--- src/rtl/lltx_arbiter.sv ---
module lltx_arbiter #(
  parameter int NSRC = 6,
  parameter int NLVL = 8,
  localparam int LW = $clog2(NLVL)
) (
  input  logic            clk,
  input  logic            rst_n,
  input  logic [NSRC-1:0] req,
  input  logic [NSRC-1:0] eop,
  input  logic            ack_urgent,
  input  logic            fcu_urgent,
  output logic [NSRC-1:0] gnt,
  output logic            sop,
  output logic [LW-1:0]   level
);

  localparam int S_FCI = 0;
  localparam int S_ACK = 1;
  localparam int S_FCU = 2;
  localparam int S_PM  = 3;
  localparam int S_RPL = 4;
  localparam int S_TLP = 5;

  logic [NLVL-1:0] lvl_req;
  logic [LW-1:0]   win;
  logic [NSRC-1:0] win_gnt;
  logic            any_req;
  logic            arb_ok;

  assign lvl_req[0] = req[S_FCI];
  assign lvl_req[1] = req[S_ACK] &  ack_urgent;
  assign lvl_req[2] = req[S_FCU] &  fcu_urgent;
  assign lvl_req[3] = req[S_PM];
  assign lvl_req[4] = req[S_RPL];
  assign lvl_req[5] = req[S_TLP];
  assign lvl_req[6] = req[S_FCU] & ~fcu_urgent;
  assign lvl_req[7] = req[S_ACK] & ~ack_urgent;

  assign any_req = |lvl_req;
  assign arb_ok  = (gnt == '0) || ((gnt & eop) != '0);

  always_comb begin
    win = '0;
    for (int i = NLVL - 1; i >= 0; i--)
      if (lvl_req[i]) win = LW'(i);
  end

  always_comb begin
    win_gnt = '0;
    case (win)
      3'd0:    win_gnt[S_FCI] = 1'b1;
      3'd1:    win_gnt[S_ACK] = 1'b1;
      3'd2:    win_gnt[S_FCU] = 1'b1;
      3'd3:    win_gnt[S_PM]  = 1'b1;
      3'd4:    win_gnt[S_RPL] = 1'b1;
      3'd5:    win_gnt[S_TLP] = 1'b1;
      3'd6:    win_gnt[S_FCU] = 1'b1;
      default: win_gnt[S_ACK] = 1'b1;
    endcase
  end

  always_ff @(posedge clk) begin
    if (!rst_n) begin
      gnt   <= '0;
      sop   <= 1'b0;
      level <= '0;
    end else if (arb_ok) begin
      gnt   <= any_req ? win_gnt : '0;
      sop   <= any_req;
      level <= any_req ? win : '0;
    end else begin
      sop   <= 1'b0;
    end
  end

  // at most one grant
  p_onehot_r9: assert property (@(posedge clk) disable iff (!rst_n) $onehot0(gnt));

  // the owner keeps the grant until it signals end of packet
  p_hold_r7: assert property (@(posedge clk) disable iff (!rst_n)
    ((gnt != '0) && ((gnt & eop) == '0)) |=> (gnt == $past(gnt)));

  // no request at an arbitration point leaves no grant
  p_idle_r9: assert property (@(posedge clk) disable iff (!rst_n)
    (arb_ok && (req == '0)) |=> (gnt == '0));

  // a waiting request at end of packet is granted in the next cycle
  p_b2b_r8: assert property (@(posedge clk) disable iff (!rst_n)
    (((gnt & eop) != '0) && (req != '0)) |=> (gnt != '0));

  // a start flag always comes with a grant
  p_sop_r10: assert property (@(posedge clk) disable iff (!rst_n) sop |-> (gnt != '0));

  // the initialization source wins any free arbitration
  p_fci_r2: assert property (@(posedge clk) disable iff (!rst_n)
    (arb_ok && req[S_FCI]) |=> gnt[S_FCI]);

endmodule

--- config.mk ---
export PLATFORM = sky130hd
export DESIGN_NAME = lltx_arbiter
export DESIGN_NICKNAME = d
export VERILOG_FILES = /design/src/rtl/lltx_arbiter.sv
export SDC_FILE = /design/constraint.sdc
export NUM_CORES = 1
export LEC_CHECK = 0
export BUFFER_PORTS_ARGS = -buffer_cell sky130_fd_sc_hd__clkbuf_2
export CORE_AREA = 2 2 50 52
export DETAILED_ROUTE_END_ITERATION = 10
export DIE_AREA = 0 0 52 54
export PLACE_DENSITY = 0.54
export REMOVE_ABC_BUFFERS = 1
export SLEW_MARGIN = 20
export SYNTH_ARGS = -nofsm -noshare
export SYNTH_HDL_FRONTEND = slang
export SYNTH_SLANG_ARGS = --single-unit
--- constraint.sdc ---
create_clock -name clk -period 1.9 [get_ports clk]
set_input_delay 0.38 -clock clk [delete_from_list [all_inputs] [get_ports clk]]
set_output_delay 0.38 -clock clk [all_outputs]
set_load 0.02 [all_outputs]
==> results_dict.tcl <==
set metrics [dict create \
    hp-class "in2reg" \
    start_kind "register" \
    multi_input_area_um2 323 \
    grt_max_degree 9 \
    cap_violations 0 \
    clock_latency_ns 0.26 \
    setup_viol 0 \
    slew_violations 0 \
    cts_buffers 3 \
    viasPerCell 4.90 \
    die_y_um 54 \
    rsz0062_at_grt "false" \
    grt_pass1_wl_mm 2.24 \
    io_pins 26 \
    gp_congestion 0.769 \
    fmax_mhz 710 \
    critical_path_class "reg2reg" \
    fin_hold_ws_ns 0.450 \
    fin_crit_ns 1.41 \
    htreeDepth 1 \
    ys_ff_latch 10 \
    tightest_slew_ns 0.478 \
    grt_pass1_vias 512 \
    final_cell_mix "clkbuf_2, nand2_1, dfxtp_1, a21oi_1" \
    layout_commonest_cell "clkbuf_2" \
    synth.avg_cell_area_um2 8.78 \
    cts_tree "yes" \
    tns_ns 0 \
    required_ns 2.06 \
    wl_per_cell_um 11.9 \
    start_util 0.231 \
    std_cell_rows 18 \
    cts_root_buffer "clkbuf_4" \
    fin_crit_sh 0.741 \
    core_mm2 0.00232 \
    syn_area_um2 536 \
    fin_skew_ns 0.000897 \
    syn-instance-count 61 \
    cts_setup_buffers 0 \
    die_area_mm2 0.00281 \
    worstPathArrival_ns 1.57 \
    clock_path_buffers 2 \
    worst_setup_path_end_kind "register" \
    grt-ovfl-total 0 \
    dp_hpwl_mm 1.15 \
    clk_pin_slew_ns 0.07 \
    route.vias.total 583 \
    power_density_mw_per_mm2 821 \
    design_area_um2 729 \
    max-slew-margin-rel 0.678 \
    grt_antenna_before_repair 0 \
    holdBufCountCts 0 \
    num_antenna_cells 0 \
    ir_drop_mv 0.227 \
    nNetsFinal 106 \
    leakagePower_nw 0.326 \
    seq_area_um2 200 \
    hold_viol 0 \
    port-buffer-count 25 \
    ys_warn_count 0 \
    fill_cells 258 \
    synthToLayoutAreaGrowth_pct 36.2 \
    postCtsResizedCells 0 \
    drtAntennaViolNets 0 \
    grt_usage 0.107 \
    die_w_um 52 \
    clkSinkCount 10 \
    drc 0 \
    drive_gt1_frac 0.404 \
    routed_wl_mm 1.42 \
    crit_fanout 5 \
    status "finished, final reports clean" \
    dpl_cell_area_um2 693 \
    synth.yosys.seq_area_share 0.374 \
    drt_iter0_drc 6 \
    drt_pass1_iterations 3 \
    ys_types 29 \
]
## cell families after synthesis
logic type,synth area share
AND/OR/NAND/NOR,0.220
AO/OA/AOI/OAI,0.383
buffers and inverters,0.0234
flip-flops,0.374
## cells in the mapped netlist
cell	number	area share
a21oi_1	5	0.047
o311ai_0	1	0.016
o2bb2ai_1	1	0.016
nor4_1	1	0.012
o311a_1	1	0.019
or3_2	1	0.014
nand2_1	10	0.070
or4_4	1	0.021
inv_1	2	0.014
o2111ai_1	1	0.016
a21o_1	1	0.014
o21ai_0	3	0.028
a211o_1	1	0.016
a21boi_0	3	0.042
dfxtp_1	10	0.37
or2b_2	1	0.016
and2b_2	1	0.016
nand3_1	2	0.019
o31ai_4	1	0.040
a22o_1	1	0.016
and3_1	1	0.012
clkbuf_2	1	0.0093
and3_2	1	0.014
a22oi_1	3	0.042
nor2b_1	1	0.012
a221oi_1	1	0.016
nor2_1	2	0.014
a32o_1	2	0.037
a21oi_2	1	0.016
## report_power, final
part | switching, mW | leakage (nW) | internal [mW]
clock network | 0.0733 | 0.0210 | 0.116
logic | 0.104 | 0.223 | 0.0617
registers | 0.0144 | 0.0818 | 0.230
## worst max-delay path: stages, from the launching register on
cell and delay [ns]:
dfxtp_1 0.35, nor4_1 0.27, nand2_1 0.18, and3_1 0.28, a22o_1 0.24
## cell type report
class | instances | area share
multi-input combinational | 48 | 0.443
sequential | 10 | 0.274
tap | 30 | 0.0515
timing repair buffer | 25 | 0.172
inverter | 2 | 0.0103
clock buffer | 4 | 0.0497
## per-stage QoR
step	setup slack (ns)	total power, mW	cells	utilization
5_1_grt	0.308	0.630	119	0.314
3_5_place_dp	0.229	0.415	115	0.299
2_1_floorplan	0.430	0.349	60	-
3_3_place_gp	0.235	0.414	115	0.299
6_report	0.492	0.599	119	0.314
4_1_cts	0.473	0.605	119	0.314
## state kept, by name (all words and copies together) (netlist names)
name / cells
gnt: 6
level: 3
sop: 1
## routing by layer
metal | routed length (um) | share of wire | global-route usage | vias to the layer above
li1 | - | - | - | 291
met1 | 697 | 0.49 | 0.141 | 266
met2 | 587 | 0.41 | 0.169 | 24
met3 | 111 | 0.078 | 0.0111 | 2
met4 | 19 | 0.013 | 0.0658 | 0
met5 | 0 | 0 | 0 | -
## final timing paths
kind | from | to | slack [ns] | depth (start not counted)
max | gnt[5] | level[0] | 0.49 | 4
min | req[3] | gnt[3] | 0.45 | 3
max reg2reg | gnt[5] | level[0] | 0.49 | 4
min reg2reg | level[2] | level[2] | 0.45 | 1
Power figures use the tool's default switching activity.
